===== src/rtl/cos_pkg.sv =====
package cos_pkg;

    localparam int GRP_W      = 8;
    localparam int NUM_GRP    = 6;
    localparam int NUM_IN     = GRP_W * NUM_GRP;
    localparam int ADDR_W     = 3;
    localparam int DATA_W     = 8;
    localparam int SYNC_DEPTH = 2;

    // Window layout: three line bytes, a hole, three line bytes, control byte
    localparam int                 BYTES_PER_PORT = 3;
    localparam logic [ADDR_W-1:0]  OFS_HOLE       = 3'd3;
    localparam logic [ADDR_W-1:0]  OFS_CTRL       = 3'd7;
    localparam int                 PEND_POS       = 6;

    typedef enum logic [1:0] {
        ST_DISARMED = 2'd0,
        ST_ARMED    = 2'd1,
        ST_PENDING  = 2'd2
    } cos_state_e;

endpackage


===== src/rtl/cos_sync.sv =====
module cos_sync #(
    parameter int WIDTH  = 48,
    parameter int STAGES = 2
) (
    input  logic             clk,
    input  logic             rst_n,
    input  logic [WIDTH-1:0] d,
    output logic [WIDTH-1:0] q
);

    logic [STAGES-1:0][WIDTH-1:0] stg;

    always_ff @(posedge clk or negedge rst_n) begin
        if (!rst_n) begin
            stg <= '0;
        end else begin
            stg[0] <= d;
            for (int s = 1; s < STAGES; s++) begin
                stg[s] <= stg[s-1];
            end
        end
    end

    assign q = stg[STAGES-1];

endmodule


===== src/rtl/cos_change_det.sv =====
module cos_change_det #(
    parameter int GROUPS = 6,
    parameter int GW     = 8
) (
    input  logic                 clk,
    input  logic                 rst_n,
    input  logic [GROUPS*GW-1:0] cur,
    output logic [GROUPS-1:0]    grp_chg
);

    localparam int N = GROUPS * GW;

    logic [N-1:0] prev;
    logic [N-1:0] diff;

    always_ff @(posedge clk or negedge rst_n) begin
        if (!rst_n) prev <= '0;
        else        prev <= cur;
    end

    // Any difference counts: rising and falling alike
    assign diff = cur ^ prev;

    generate
        for (genvar g = 0; g < GROUPS; g++) begin : g_grp
            assign grp_chg[g] = |diff[g*GW +: GW];
        end
    endgenerate

endmodule


===== src/rtl/cos_irq_fsm.sv =====
module cos_irq_fsm
    import cos_pkg::*;
#(
    parameter int GROUPS = 6
) (
    input  logic              clk,
    input  logic              rst_n,
    input  logic [GROUPS-1:0] grp_chg,
    input  logic              mask_wr,
    input  logic [GROUPS-1:0] mask_wdata,
    input  logic              clr,
    output logic [GROUPS-1:0] mask_q,
    output logic [GROUPS-1:0] status_q,
    output logic              irq
);

    cos_state_e        state_q, state_d;
    logic [GROUPS-1:0] set_vec;
    logic [GROUPS-1:0] status_d;
    logic [GROUPS-1:0] mask_d;
    logic              set_any;

    assign mask_d   = mask_wr ? mask_wdata : mask_q;
    assign set_vec  = grp_chg & mask_q;
    assign set_any  = |set_vec;
    // A new change beats a clearing read on the same edge
    assign status_d = (clr ? '0 : status_q) | set_vec;

    always_ff @(posedge clk or negedge rst_n) begin
        if (!rst_n) begin
            mask_q   <= '0;
            status_q <= '0;
        end else begin
            mask_q   <= mask_d;
            status_q <= status_d;
        end
    end

    // State register
    always_ff @(posedge clk or negedge rst_n) begin
        if (!rst_n) state_q <= ST_DISARMED;
        else        state_q <= state_d;
    end

    // Transitions
    always_comb begin
        state_d = state_q;
        unique case (state_q)
            ST_DISARMED: begin
                if (set_any)           state_d = ST_PENDING;   // fire
                else if (|mask_d)      state_d = ST_ARMED;     // arm
            end
            ST_ARMED: begin
                if (set_any)           state_d = ST_PENDING;   // fire
                else if (!(|mask_d))   state_d = ST_DISARMED;  // disarm
            end
            ST_PENDING: begin
                if (clr && !set_any) begin
                    if (|mask_d)       state_d = ST_ARMED;     // ack_rearm
                    else               state_d = ST_DISARMED;  // ack_idle
                end
                // otherwise hold
            end
            default:                   state_d = ST_DISARMED;
        endcase
    end

    // Outputs
    always_comb begin
        irq = 1'b0;
        unique case (state_q)
            ST_PENDING: irq = 1'b1;
            default:    irq = 1'b0;
        endcase
    end

endmodule


===== src/rtl/cos_bus_if.sv =====
module cos_bus_if
    import cos_pkg::*;
#(
    parameter int GROUPS = 6,
    parameter int GW     = 8
) (
    input  logic [ADDR_W-1:0]    addr,
    input  logic                 wr_en,
    input  logic                 rd_en,
    input  logic [DATA_W-1:0]    wdata,
    input  logic [GROUPS*GW-1:0] din_s,
    input  logic [GROUPS-1:0]    status_q,
    input  logic                 irq,
    output logic [DATA_W-1:0]    rdata,
    output logic                 mask_wr,
    output logic [GROUPS-1:0]    mask_wdata,
    output logic                 clr
);

    logic             is_ctrl;
    logic             unused_wdata;
    logic [ADDR_W-1:0] byte_idx;

    assign is_ctrl    = (addr == OFS_CTRL);
    assign mask_wr    = wr_en && is_ctrl;
    assign clr        = rd_en && is_ctrl;
    assign mask_wdata = wdata[GROUPS-1:0];
    assign unused_wdata = ^wdata[DATA_W-1:GROUPS];

    // Second port sits one byte above the hole
    assign byte_idx = (addr <= ADDR_W'(BYTES_PER_PORT - 1)) ? addr : addr - 1'b1;

    always_comb begin
        rdata = '0;
        if (is_ctrl) begin
            rdata[GROUPS-1:0] = status_q;
            rdata[PEND_POS]   = ~irq;
        end else if (addr != OFS_HOLE) begin
            rdata = din_s[int'(byte_idx)*GW +: GW];
        end
    end

endmodule


===== src/rtl/cos_irq_ctrl.sv =====
module cos_irq_ctrl
    import cos_pkg::*;
#(
    parameter int GROUPS = cos_pkg::NUM_GRP,
    parameter int GW     = cos_pkg::GRP_W,
    parameter int STAGES = cos_pkg::SYNC_DEPTH
) (
    input  logic              clk,
    input  logic              rst_n,
    input  logic [2:0]        addr,
    input  logic              wr_en,
    input  logic              rd_en,
    input  logic [7:0]        wdata,
    output logic [7:0]        rdata,
    input  logic [47:0]       din,
    output logic              irq
);

    localparam int N = GROUPS * GW;

    logic [N-1:0]      din_s;
    logic [GROUPS-1:0] grp_chg;
    logic [GROUPS-1:0] mask_q;
    logic [GROUPS-1:0] status_q;
    logic [GROUPS-1:0] mask_wdata;
    logic              mask_wr;
    logic              clr;

    cos_sync #(.WIDTH(N), .STAGES(STAGES)) u_sync (
        .clk   (clk),
        .rst_n (rst_n),
        .d     (din),
        .q     (din_s)
    );

    cos_change_det #(.GROUPS(GROUPS), .GW(GW)) u_det (
        .clk     (clk),
        .rst_n   (rst_n),
        .cur     (din_s),
        .grp_chg (grp_chg)
    );

    cos_irq_fsm #(.GROUPS(GROUPS)) u_fsm (
        .clk        (clk),
        .rst_n      (rst_n),
        .grp_chg    (grp_chg),
        .mask_wr    (mask_wr),
        .mask_wdata (mask_wdata),
        .clr        (clr),
        .mask_q     (mask_q),
        .status_q   (status_q),
        .irq        (irq)
    );

    cos_bus_if #(.GROUPS(GROUPS), .GW(GW)) u_bus (
        .addr       (addr),
        .wr_en      (wr_en),
        .rd_en      (rd_en),
        .wdata      (wdata),
        .din_s      (din_s),
        .status_q   (status_q),
        .irq        (irq),
        .rdata      (rdata),
        .mask_wr    (mask_wr),
        .mask_wdata (mask_wdata),
        .clr        (clr)
    );

endmodule


===== config.mk =====
export PLATFORM = sky130hd
export DESIGN_NAME = cos_irq_ctrl
export DESIGN_NICKNAME = d
export VERILOG_FILES = /design/src/rtl/cos_pkg.sv /design/src/rtl/cos_sync.sv /design/src/rtl/cos_change_det.sv /design/src/rtl/cos_irq_fsm.sv /design/src/rtl/cos_bus_if.sv /design/src/rtl/cos_irq_ctrl.sv
export SDC_FILE = /design/constraint.sdc
export NUM_CORES = 1
export LEC_CHECK = 0
export BUFFER_PORTS_ARGS = -buffer_cell sky130_fd_sc_hd__buf_2
export CORE_AREA = 2 2 177 127
export CTS_CLUSTER_SIZE = 12
export DETAILED_ROUTE_END_ITERATION = 10
export DIE_AREA = 0 0 179 129
export GPL_TIMING_DRIVEN = 0
export PLACE_DENSITY = 0.43
export SYNTH_ARGS = -nofsm -noshare
export SYNTH_HDL_FRONTEND = slang
export SYNTH_HIERARCHICAL = 1
export SYNTH_SLANG_ARGS = --single-unit

===== constraint.sdc =====
create_clock -name clk -period 1.7 [get_ports clk]
set_input_delay 0.17 -clock clk [delete_from_list [all_inputs] [get_ports clk]]
set_output_delay 0.17 -clock clk [all_outputs]
set_load 0.005 [all_outputs]

======== Word-level counts from Yosys, hierarchy flattened ========
Index checks and enable logic that the tools add are counted.
storage, ports and cells
  flip-flop bits (word level) ............. 158
  output and inout port bits .............. 9
operators by class
  add/subtract/negate cells ............... 1
  $lt $le $gt $ge ......................... 1
  equal/unequal tests ..................... 7
  shift operators ......................... 1
  multiplexer cells ....................... 14
  bitwise logic cells ..................... 4
  reduce and logical (&&, ||, !) cells .... 14
operators with widths
  operator                                             count
  OR reduction 8 bit                                   6
  variable part select 48 x 7 -> 8 bit                 1
  bitwise XOR 48 bit                                   1
  2-to-1 mux 6 bit                                     2
  OR reduction 6 bit                                   2
  2-to-1 mux 2 bit                                     5
  2-to-1 mux 8 bit                                     1
  2-to-1 mux 7 bit                                     1
  AND 6 bit                                            1
  != test 3 x 2 -> 1 bit, second input constant        2
  bitwise OR 6 bit                                     1
  case mux 2 bit (3 select lines)                      1
  == test 3 bit, second input constant                 1
  <= comparator 3 x 2 -> 1 bit, second input constant  1
  logical AND 1 bit                                    3
  2-to-1 mux 1 bit                                     3
  2-to-1 mux 3 bit                                     1
  != test 3 x 1 -> 1 bit, second input constant        1
  AND reduction 3 bit                                  1
  subtractor 3 x 1 -> 3 bit, second input constant     1
  == test 2 x 1 -> 1 bit, second input constant        1
  == test 2 bit, second input constant                 1
  logical NOT 2 bit                                    1
  != test 2 x 1 -> 1 bit, second input constant        1
  2 further kinds                                      2

======== Longest topological paths before layout ========
Gate-level depths: netlist of the first run.
  depth in word-level cells ............... 8
  depth in mapped cells ................... 9
  depth with buffers taken out ............ 7

======== Modules after synthesis ========
The synthesis of the first run kept the hierarchy.
modules (own cells, without submodules)
  module          instances  cells an instance  area an instance (um2)  sequential area each (um2)
  cos_sync        1          144                2762.6                  2402.3
  cos_change_det  1          114                1719.1                  1201.2
  cos_bus_if      1          128                857.1                   0.0
  cos_irq_fsm     1          39                 576.8                   350.3

======== Worst setup path before layout of the first run ========
OpenSTA, ideal clock, no wires.
  path type ............................... in2out
  start ................................... in addr[0]
  end ..................................... out rdata[7]
  data arrival time ....................... 1.534 ns
  setup slack ............................. -0.004 ns
  cell stages on the path ................. 9
  path through ............................ inv_1 ha_1 nor2b_1 or3_1 buf_2 buf_6 and3_1 o211ai_1 o311ai_1
on the way
  cells in the longest elaborated chain, start to end .. 5
  elaborated cells between the ends (all ways) .. 8
  those cells by class .................... add/sub: 1; order compare: 1; eq/ne: 2; shift: 1; mux: 3
RTL lines
  item                                                                       line                source
  start, declared                                                            cos_irq_ctrl.sv:10  input logic [2:0] addr,
  subtractor 3 x 1 -> 3 bit or <= comparator 3 x 2 -> 1 bit (tied branches)  cos_bus_if.sv:31    assign byte_idx = (addr <= ADDR_W'(BYTES_PER_PORT - 1)) ? addr : addr - 1'b1;
  2-to-1 mux 3 bit                                                           cos_bus_if.sv:31
  variable part select 48 x 7 -> 8 bit                                       cos_bus_if.sv:39    rdata = din_s[int'(byte_idx)*GW +: GW];
  2-to-1 mux 8 bit                                                           cos_bus_if.sv:38    end else if (addr != OFS_HOLE) begin
  2-to-1 mux 1 bit (*)                                                       cos_bus_if.sv:35    if (is_ctrl) begin
  end, declared                                                              cos_irq_ctrl.sv:14  output logic [7:0] rdata,
Mark *: on every way between the ends. The rest lies on a longest branch, timed or not.

======== Worst setup path in the final report of the first run ========
Ends and elaborated chain as after synthesis.

==> results of run 1 <==
[how the worst min path moves through the flow]
stage / start / end / slack, ns / cells past startpoint
2_1_floorplan: rst_n / u_det/prev[0] / -0.13 / 0
3_3_place_gp: din[25] / u_sync/stg[25] / 0.28 / 1
3_5_place_dp: rst_n / u_sync/q[47] / 0.24 / 1
4_1_cts: wdata[0] / u_fsm/mask_q[0] / 0.0003 / 2
5_1_grt: wdata[0] / u_fsm/mask_q[0] / 0.009 / 2
6_report: wdata[0] / u_fsm/mask_q[0] / 0.02 / 2
[where the power goes]
| part | internal (mW) | total (mW) | leakage (nW) | switching, mW |
|---|---|---|---|---|
| logic | 0.537 | 1.03 | 1.54 | 0.496 |
| clock network | 2.13 | 3.70 | 0.281 | 1.57 |
| registers | 3.98 | 4.09 | 1.83 | 0.113 |
[critical path, cell delays in order]
cell and delay (ns):
buf_8 0.10, inv_6 0.05, ha_4 0.14, nor2b_4 0.05
or3_4 0.35, buf_12 0.16, buf_8 0.12, and3_4 0.14
o211ai_1 0.22, o311ai_2 0.18, buf_2 0.16
[per-layer routing]
layer,wire [µm],global-route usage [%],share of wire (%)
met1,6400,17.2,49
met2,5760,17.8,44
met3,587,3.34,4.5
met4,270,5.07,2.1
met5,0,0,0
[flip-flops by register name, indices dropped and copies added, names as in the netlist]
register and cells:
u_fsm/status_q 6, u_fsm/mask_q 6, u_sync/stg 48, u_det/prev 48, u_fsm/state_q 2, u_sync/q 48
[per-stage QoR]
stage | TNS [ns] | area, µm²
2_1_floorplan | 0 | 5920
3_3_place_gp | -290.24 | 6580
3_5_place_dp | -6.33 | 6620
4_1_cts | -2.86 | 8190
5_1_grt | -3.07 | 8310
6_report | -2.46 | 8310
[cell type report]
| class | count | share of cell area, % |
|---|---|---|
| inverter | 6 | 0.331 |
| clock inverter | 13 | 1.55 |
| buffer | 59 | 5.69 |
| multi-input combinational | 194 | 23.1 |
| clock buffer | 19 | 5.45 |
| tap | 282 | 4.25 |
| timing repair buffer | 127 | 12.0 |
| sequential | 158 | 47.6 |
[kinds of logic after synthesis]
group | Yosys count | synth area share [%]
flip-flops | 158 | 66.8
AO/OA/AOI/OAI | 75 | 8.82
adder cells (fa/ha/maj) | 3 | 0.635
AND/OR/NAND/NOR | 59 | 5.99
buffers and inverters | 73 | 8.74
XOR/XNOR | 48 | 7.11
multiplexers | 9 | 1.88
[cell usage in the layout (no fill, tap or decap), types with 4 or more instances in the layout]
cell type and count:
a21boi_2 10, a21boi_4 8, a21oi_1 6, a22o_1 6
a41oi_2 7, and3_1 9, and3_4 14, buf_2 63
buf_4 53, buf_6 4, buf_8 5, clkbuf_16 17
dfrtp_1 157, dlygate4sd3_1 54, inv_1 4, inv_6 5
nand2_1 6, nor4_1 5, nor4_2 6, o21ai_0 4
o21ai_2 11, o21bai_1 5, xor2_1 44, xor2_2 4
[repair_timing]
item                                    4_1_cts  5_1_grt
resized for setup                           105       32
gates cloned                                  4        0
endpoints found under the setup margin       12       11
hold buffers                                 54        0
pin swaps                                    58       28
endpoints found under the hold margin       126        0
setup buffers                                 6        0
==> flow_summary_export.csv, run 1 <==
group,metric,value,unit
outcome,outcome,"finished, violations left",
outcome,failed_checks,"negative setup slack",
clock_network,cts_root_buf,"clkbuf_16",
floorplanning,placeableCoreArea,21300,µm²
drt,avgRoutedWirePerCell,15.2,µm
pwr,leakage,3.65,nW
pwr,powerDensity,1060,nW/µm²
logic_synthesis,synth.net_count,491,
cells_and_area,syn2layout_area_growth,40.4,%
floorplanning,design.die.area,23100,µm²
logic_synthesis,synth_area_leaders,"dfrtp_1 (67%), xor2_1 (7.1%), buf_4 (6.9%)",
cells_and_area,seq_area,3960,µm²
logic_synthesis,synth_flop_cell,"dfrtp_1",
cells_and_area,multi_input_area,1920,µm²
place,post-place-cells,770,
clock_network,cts.path.max_buffers,2,
sta,timing.final.max_slew_violations,0,
sta,worst_slack,-0.330,ns
logic_synthesis,synth_edf_count,0,
clock_network,clock_sinks,158,
run,maxCapViolations,0,
clock_network,cts.reportedPaths.clkPinSlew,0.06,ns
grt,grt_first_pass_wirelength,21.0,mm
place,post-place-ws,-0.741,ns
drt,drt_first_iter_violations,141,
drt,drtPass1Iterations,4,
clock_network,tritoncts_clock_tree,"yes",
sta,maximum_clock_frequency,0.493,GHz
sta,skew,0.00917,ns
grt,grtUsageTotal,12.2,%
floorplanning,floorplan.io_pins,72,
setup_path,start_kind,"primary input",
grt,grt_max_degree,86,
setup_path,criticalPathCategory,"primary input to output pin",
cells_and_area,insertedDiodeCount,0,
clock_network,cts_buffers,17,
grt,first_global_vias,3913,
worst_hold_path,hold_path.class,"primary input to flop",
setup_path,worstPathArrival,1.86,ns
setup_path,critical_path.endpoint,"rdata[7]",
sta,final-hold-violation-count,0,
place,numPortBuffers,62,
logic_synthesis,postSynthAreaPerCell,13.9,µm²
logic_synthesis,async_reset_ff_share,100,%
place,half_perimeter_wire_length_after_detailed_placement,8.99,mm
drt,post-route-drc-count,0,
floorplanning,die_w,179,µm
sta,period_share,119,%
setup_path,r2r_slack,-0.12,ns
sta,min_period,2.03,ns
grt,grt-ovfl-total,0,
cells_and_area,fillerInstances,2010,
setup_path,crit_path_max_fanout,7,
pwr,power,8.82,mW
floorplanning,rows,45,
cells_and_area,fin_cells,858,
sta,grt_setup_unrepaired,"true",
logic_synthesis,netlist_area,5920,µm²
setup_path,worst_ep_required_time,1.53,ns
clock_network,maximum_level_of_the_cts_h_tree,4,
grt,grt_antenna_before_repair,0,
logic_synthesis,synthDominantAreaCellType,"dfrtp_1",
setup_path,end_kind,"output pin",
logic_synthesis,post_synth_most_frequent_cells,"dfrtp_1 (158), buf_4 (54), xor2_1 (48), and3_1 (23), a21boi_0 (14)",
sta,finalSetupViolations,10,
setup_path,worst_setup_path_startpoint,"addr[0]",
setup_path,worst_r2r_startpoint,"u_sync/q[14]",
cells_and_area,post_route_cells_drive_above_1_share,42.9,%
logic_synthesis,yosys.area.top_type_share,66.8,%
drt,antenna_left,0,
floorplanning,floorplan.die.height,129,µm
place,place.gp.congestion,0.857,
logic_synthesis,gate_count_of_the_mapped_netlist,425,
clock_network,clk-insertion-delay-late,0.42,ns
setup_path,worst-r2r-cell-count,7,
logic_synthesis,sequential_element_share_of_the_synthesized_area,66.8,%
cells_and_area,nets,629,
setup_path,crit-reg2reg-capture,"u_fsm/state_q[0]",
cells_and_area,post-route-util,38.9,%
drt,vias,3571,
logic_synthesis,synth_most_common_cell,"dfrtp_1",
logic_synthesis,synth-seq-cells,158,
drt,postRouteWirelength,13.0,mm
logic_synthesis,post_synth_num_cell_types,42,
pwr,vdd_drop_max,680,µV
sta,worst-slew-pin-transition,0.685,ns
floorplanning,initial_core_util,27.7,%
drt,viasPerCell,4.16,
sta,worst_slew_margin_rel,54.4,%
sta,timing.hold.ws,0.0214,ns
logic_synthesis,yosys_warnings,6,
(Power assumes the default switching activity.)
==> run 2, diff against run 1 <==
==> constraint.sdc (replaced) <==
create_clock -name clk -period 1.7 [get_ports clk]
set_input_delay 0.17 -clock clk [delete_from_list [all_inputs] [get_ports clk]]
set_output_delay 0.17 -clock clk [all_outputs]
set_load 0.1 [all_outputs]
==> run 2 against run 1 <==
The flow still finishes with violations (negative setup slack). Fmax shrank 4.9%. Worst setup slack lost 0.10 ns. Non-clock buffer count decreased by 13. Clock power rose by 3%. Clock skew grew 0.0027 ns. Sequential cell count unchanged. Critical endpoint unchanged. Clock-buffer cell count increased by 2. Register-to-register slack better by 0.08 ns. Design area up 0.90%. Worst hold slack better by 0.27 ns.
==> flow_summary_export.csv, run 2 (same netlist as run 1, synthesis figures left out) <==
group,metric,value,unit
clock_network,cts_buffers,17,
floorplanning,rows,45,
cells_and_area,post_route_cells_drive_above_1_share,40.9,%
sta,finalSetupViolations,9,
floorplanning,floorplan.io_pins,72,
pwr,vdd_drop_max,657,µV
cells_and_area,fillerInstances,2022,
grt,grt-ovfl-total,0,
sta,timing.hold.ws,0.295,ns
pwr,net-switching-power,2.38,mW
clock_network,clk-insertion-delay-late,0.42,ns
setup_path,worst_ep_required_time,1.53,ns
setup_path,timing.critical_path.slowest_stage_cell,"o211ai_1",
run,maxCapViolations,0,
cells_and_area,syn2layout_area_growth,41.7,%
clock_network,cts.path.max_buffers,2,
worst_hold_path,hold_path.class,"primary input to flop",
cells_and_area,nets,616,
drt,avgRoutedWirePerCell,15.0,µm
pwr,swShare,25.6,%
sta,worst_slew_margin_rel,48.5,%
sta,worst-slew-pin-transition,0.773,ns
drt,vias,3442,
pwr,gate_power_share,14.4,%
pwr,sequentialPowerShare,44.4,%
drt,drtPass1Iterations,4,
pwr,leakage,3.60,nW
drt,viasPerCell,4.07,
grt,first_global_vias,3592,
sta,period_share,126,%
setup_path,start_kind,"primary input",
floorplanning,design.die.area,23100,µm²
drt,drt_first_iter_violations,183,
floorplanning,initial_core_util,27.7,%
setup_path,crit_path_max_fanout,7,
setup_path,criticalPathCategory,"primary input to output pin",
sta,skew,0.0119,ns
cells_and_area,final_common_cell,"dfrtp_1",
grt,grt_max_degree,85,
sta,maximum_clock_frequency,0.469,GHz
clock_network,maximum_level_of_the_cts_h_tree,4,
setup_path,crit_path_buf_inv_count,5,
cells_and_area,top_library_cells_by_usage_in_the_layout_fill_and_taps_aside,"dfrtp_1 (157), dlygate4sd3_1 (55), buf_2 (51)",
grt,grtUsageTotal,11.9,%
setup_path,critical-path-max-stage-delay,0.32,ns
drt,postRouteWirelength,12.6,mm
sta,grt_setup_unrepaired,"true",
sta,final-hold-violation-count,0,
drt,post-route-drc-count,0,
grt,grt_antenna_before_repair,0,
outcome,failed_checks,"negative setup slack",
setup_path,critical-path-top-cell-by-count,"buf_12",
pwr,clockPowerShare,41.2,%
place,post-place-ws,-0.900,ns
place,half_perimeter_wire_length_after_detailed_placement,8.68,mm
setup_path,end_kind,"output pin",
grt,grt_first_pass_wirelength,20.2,mm
place,place.gp.congestion,0.870,
place,numPortBuffers,62,
setup_path,worstPathArrival,1.96,ns
sta,min_period,2.13,ns
pwr,powerDensity,1110,nW/µm²
setup_path,crit_chain,"buf_12 > inv_12 > ha_4 > nor2b_4 > or3_1 > buf_6 > buf_8 > and3_4 > o211ai_1 > o311ai_4 > buf_12",
drt,antenna_left,0,
cells_and_area,post-route-util,39.3,%
outcome,outcome,"finished, violations left",
clock_network,cts_root_buf,"clkbuf_16",
cells_and_area,insertedDiodeCount,0,
floorplanning,placeableCoreArea,21300,µm²
sta,worst_slack,-0.434,ns
clock_network,cts.reportedPaths.clkPinSlew,0.05,ns
sta,timing.final.max_slew_violations,0,
pwr,power.internal,6.89,mW
floorplanning,floorplan.die.height,129,µm
floorplanning,die_w,179,µm
clock_network,tritoncts_clock_tree,"yes",
setup_path,crit_family,"buffers and inverters",
clock_network,clock_sinks,158,
==> run 2: cell types whose count changed in the layout (fill, tap and decap cells not counted), moves of 5 or more <==
| cell | before | now |
|---|---|---|
| and3_1 | 9 | 16 |
| and3_4 | 14 | 7 |
| buf_12 | 1 | 9 |
| a21boi_4 | 8 | 1 |
| a41oi_4 | 0 | 7 |
| buf_4 | 53 | 44 |
| o21bai_1 | 5 | 0 |
| a41oi_2 | 7 | 0 |
| o21bai_2 | 0 | 6 |
| buf_2 | 63 | 51 |
==> run 2: layout make-up <==
class,instances,area [µm²],area share (%)
flip-flops and latches,158,3960,47.2
multi-input cells,194,1950,23.3
repair buffers,126,1110,13.3
clock buffers,21,470,5.61
plain buffers,47,370,4.42
well taps,282,353,4.21
clock inverters,11,133,1.58
inverters,6,35.0,0.418
==> run 2: path summary, 6_finish.rpt <==
path | to | slack [ns] | from | cells past startpoint
worst max-delay path | rdata[7] | -0.43 | addr[0] | 11
worst min register to register | u_sync/q[15] | 0.34 | u_sync/stg[15] | 0
worst max register to register | u_fsm/state_q[0] | -0.04 | u_sync/q[11] | 7
max in group asynchronous | u_det/prev[11] | 0.49 | rst_n | 3
min in group asynchronous | u_sync/q[38] | 0.38 | rst_n | 2
worst min-delay path | u_fsm/state_q[0] | 0.29 | rd_en | 4
==> run 2: power by group through the flow <==
| stage | logic, mW | clock network, mW | registers (mW) |
|---|---|---|---|
| CTS | 1.35 | 3.95 | 4.11 |
| detailed placement | 1.05 | 0 | 4.15 |
| floorplan | 0.747 | 0 | 4.11 |
| global placement | 1.03 | 0 | 4.15 |
| global route | 1.43 | 4.13 | 4.14 |
| finish | 1.34 | 3.82 | 4.11 |
==> run 2: layer usage <==
| layer | vias to the layer above | global-route usage (%) | share of wire [%] |
|---|---|---|---|
| met1 | 1709 | 17.6 | 52 |
| met2 | 57 | 16.9 | 43 |
| met4 | 0 | 4.16 | 1.3 |
| li1 | 1664 | - | - |
| met3 | 12 | 3.01 | 3.1 |
| met5 | - | 0 | 0 |
==> run 2: repair_timing <==
action                                  4_1_cts  5_1_grt
pin swaps                                    40       13
hold endpoints to repair                    137        0
endpoints found under the setup margin       11       10
cloned                                        1        0
resized for setup                           103       23
hold buffers                                 55        0
setup buffers                                 7        0
==> run 2: worst register-to-register path: stages, from the launching register on <==
cell and delay, ns:
dfrtp_1 0.36, buf_4 0.14, xor2_1 0.14, nor4_2 0.27, nand2_1 0.18, a22oi_2 0.22, nand3_2 0.12, a221oi_2 0.20
==> run 2: through the flow <==
stage | total power, mW | setup TNS, ns | cell area [µm²] | std cells
5_1_grt | 9.70 | -3.48 | 8380 | 845
3_3_place_gp | 5.18 | -286.34 | 6770 | 769
4_1_cts | 9.40 | -2.95 | 8330 | 851
3_5_place_dp | 5.21 | -7.36 | 6810 | 770
6_report | 9.27 | -2.82 | 8380 | 845
2_1_floorplan | 4.86 | -3.44 | 6110 | 425
==> run 3, diff against run 2 <==
ABC_AREA = 1   (was unset)
CAP_MARGIN = 40   (was unset)
CORE_AREA = 2 2 182 130   (was 2 2 177 127)
DIE_AREA = 0 0 184 132   (was 0 0 179 129)
PLACE_DENSITY = 0.42   (was 0.43)
==> run 3 against run 2 <==
The run still ends with negative setup slack left. Via count grew 21%. Clock-buffer cell count shrank 2. Non-clock buffer count grew 12. Sequential share of layout area shrank 2.8 points. Fmax grew 12%. Global-route usage shrank 0.27 points. Critical path type unchanged.
==> flow_summary_export.csv, run 3 <==
group,metric,value,unit
outcome,outcome,"finished, violations left",
outcome,failed_checks,"negative setup slack",
floorplanning,floorplan.die.height,132,µm
cells_and_area,nets,829,
sta,worst_slew_margin_rel,60.4,%
logic_synthesis,synth-seq-cells,158,
sta,finalSetupViolations,8,
sta,worst_slack,-0.205,ns
setup_path,critical-path-top-cell-by-count,"nand2_4",
place,post-place-ws,-0.648,ns
sta,timing.setup.tns,-1.31,ns
logic_synthesis,synth_flop_cell,"dfrtp_1",
place,numPortBuffers,63,
pwr,gate_power_share,17.7,%
grt,grt-ovfl-total,0,
sta,grt_setup_unrepaired,"true",
logic_synthesis,synth.net_count,684,
logic_synthesis,post_synth_num_cell_types,23,
logic_synthesis,postSynthAreaPerCell,10.1,µm²
cells_and_area,final_common_cell,"nand2_1",
drt,vias,4155,
setup_path,worstPathArrival,1.73,ns
pwr,power.internal,7.43,mW
setup_path,timing.critical_path.slowest_stage_cell,"buf_12",
logic_synthesis,sequential_element_share_of_the_synthesized_area,63.5,%
pwr,vdd_drop_max,647,µV
run,maxCapViolations,0,
setup_path,worst_ep_required_time,1.53,ns
setup_path,end_kind,"output pin",
grt,first_global_vias,4331,
clock_network,tritoncts_clock_tree,"yes",
logic_synthesis,synth_area_leaders,"dfrtp_1 (63%), nand2_1 (12%), buf_4 (6.7%)",
clock_network,maximum_level_of_the_cts_h_tree,4,
place,place.gp.congestion,0.741,
drt,postRouteWirelength,13.2,mm
sta,skew,0.00789,ns
setup_path,criticalPathCategory,"primary input to output pin",
grt,grt_max_degree,97,
worst_hold_path,hold_path.class,"primary input to flop",
sta,final-hold-violation-count,0,
grt,grt_first_pass_wirelength,21.5,mm
logic_synthesis,synth_most_common_cell,"nand2_1",
clock_network,cts_root_buf,"clkbuf_16",
floorplanning,die_w,184,µm
grt,grtUsageTotal,11.7,%
floorplanning,rows,46,
pwr,powerDensity,1140,nW/µm²
sta,min_period,1.90,ns
setup_path,crit_chain,"buf_8 > clkinvlp_4 > ha_4 > inv_2 > nand2_4 > nand2_8 > nand2_4 > o21ai_4 > inv_4 > a21o_1 > nand2_1 > nand2_2 > nor2_4 > buf_12",
clock_network,cts.path.max_buffers,2,
drt,viasPerCell,3.91,
drt,post-route-drc-count,0,
worst_hold_path,worstHoldPathCells,5,
setup_path,start_kind,"primary input",
logic_synthesis,yosys.area.top_type_share,63.5,%
floorplanning,placeableCoreArea,22400,µm²
sta,maximum_clock_frequency,0.525,GHz
cells_and_area,syn2layout_area_growth,43.1,%
place,detailed_place.area,7030,µm²
setup_path,critical-path-max-stage-delay,0.19,ns
logic_synthesis,yosys_warnings,6,
sta,timing.final.max_slew_violations,0,
cells_and_area,fin_area,8920,µm²
floorplanning,design.die.area,24300,µm²
clock_network,clock_sinks,158,
pwr,clockPowerShare,41.5,%
pwr,swShare,26.7,%
logic_synthesis,synthDominantAreaCellType,"dfrtp_1",
drt,antenna_left,0,
drt,avgRoutedWirePerCell,12.4,µm
floorplanning,initial_core_util,27.8,%
pwr,net-switching-power,2.70,mW
logic_synthesis,post_synth_most_frequent_cells,"nand2_1 (196), dfrtp_1 (158), inv_1 (87), buf_4 (56), nand3_1 (36)",
logic_synthesis,synth_edf_count,0,
grt,grt_antenna_before_repair,0,
clock_network,cts_buffers,17,
pwr,power,10.1,mW
floorplanning,floorplan.io_pins,72,
pwr,leakage,4.45,nW
logic_synthesis,async_reset_ff_share,100,%
setup_path,worst-r2r-cell-count,13,
clock_network,cts.reportedPaths.clkPinSlew,0.06,ns
cells_and_area,top_library_cells_by_usage_in_the_layout_fill_and_taps_aside,"nand2_1 (168), dfrtp_1 (153), inv_1 (85)",
sta,worst-slew-pin-transition,0.594,ns
pwr,sequentialPowerShare,40.8,%
setup_path,crit_path_max_fanout,8,
drt,drt_first_iter_violations,151,
cells_and_area,insertedDiodeCount,0,
clock_network,clk-insertion-delay-late,0.42,ns
drt,drtPass1Iterations,4,
place,half_perimeter_wire_length_after_detailed_placement,8.89,mm
cells_and_area,post_route_cells_drive_above_1_share,35.6,%
logic_synthesis,gate_count_of_the_mapped_netlist,618,
sta,period_share,112,%
logic_synthesis,netlist_area,6230,µm²
==> run 3: metrics by stage <==
step	instances	utilization, %	hold WS, ns
floorplan	618	-	-0.126
global placement	969	31.2	0.278
detailed placement	970	31.3	0.203
CTS	1066	38.5	0.161
global route	1063	39.7	0.179
finish	1063	39.7	0.143
==> run 3: layout make-up <==
| type | count | area, µm² |
|---|---|---|
| Fill cell | 2176 | 13500 |
| Sequential cell | 158 | 3960 |
| Multi-Input combinational cell | 310 | 2020 |
| Timing Repair Buffer | 142 | 1220 |
| Clock buffer | 19 | 453 |
| Tap cell | 288 | 360 |
| Inverter | 91 | 350 |
| Buffer | 43 | 349 |
| Clock inverter | 12 | 208 |
==> run 3: power by group through the flow <==
stage	logic, mW	registers (mW)	clock network [mW]
5_1_grt	1.95	4.16	4.50
3_5_place_dp	1.37	4.17	0
4_1_cts	1.73	4.11	4.35
2_1_floorplan	1.03	4.13	0
3_3_place_gp	1.34	4.17	0
6_report	1.80	4.13	4.20
==> run 3: critical path: cells and delay by family <==
kind / cells / cell delay (ns)
AO/OA/AOI/OAI: 2 / 0.31
adder cells (fa/ha/maj): 1 / 0.17
buffers and inverters: 5 / 0.56
AND/OR/NAND/NOR: 6 / 0.53
==> run 3: path summary, 6_finish.rpt <==
check                               startpoint          endpoint  slack, ns
worst max register to register     u_sync/q[5]  u_fsm/state_q[1]       0.07
worst max-delay path                   addr[0]          rdata[7]      -0.20
worst min-delay path                     wr_en   u_fsm/mask_q[5]       0.14
worst min register to register  u_sync/stg[37]      u_sync/q[37]       0.35
max in group asynchronous                rst_n      u_sync/q[41]       0.52
min in group asynchronous                rst_n     u_det/prev[5]       0.31
==> run 3: cells by family after synthesis <==
kind of cell | share of synthesized area, %
simple gates | 18.1
flops | 63.5
buf+inv | 12.8
xor+xnor | 4.22
compound gates | 0.823
fa+ha+maj | 0.603
==> run 3: timing repair <==
action                                  4_1_cts  5_1_grt
hold buffers                                 55        0
pin swaps                                    31       61
endpoints found under the setup margin       10       10
endpoints found under the hold margin       116        0
resized for setup                            86       59
buffers inserted                              8       12
cloned                                        3        0
==> run 3: routing by layer <==
metal / track usage, % / wire (µm)
met5: 0 / 0
met4: 5.24 / 243
met3: 2.98 / 511
met2: 17.4 / 5860
met1: 16.0 / 6560
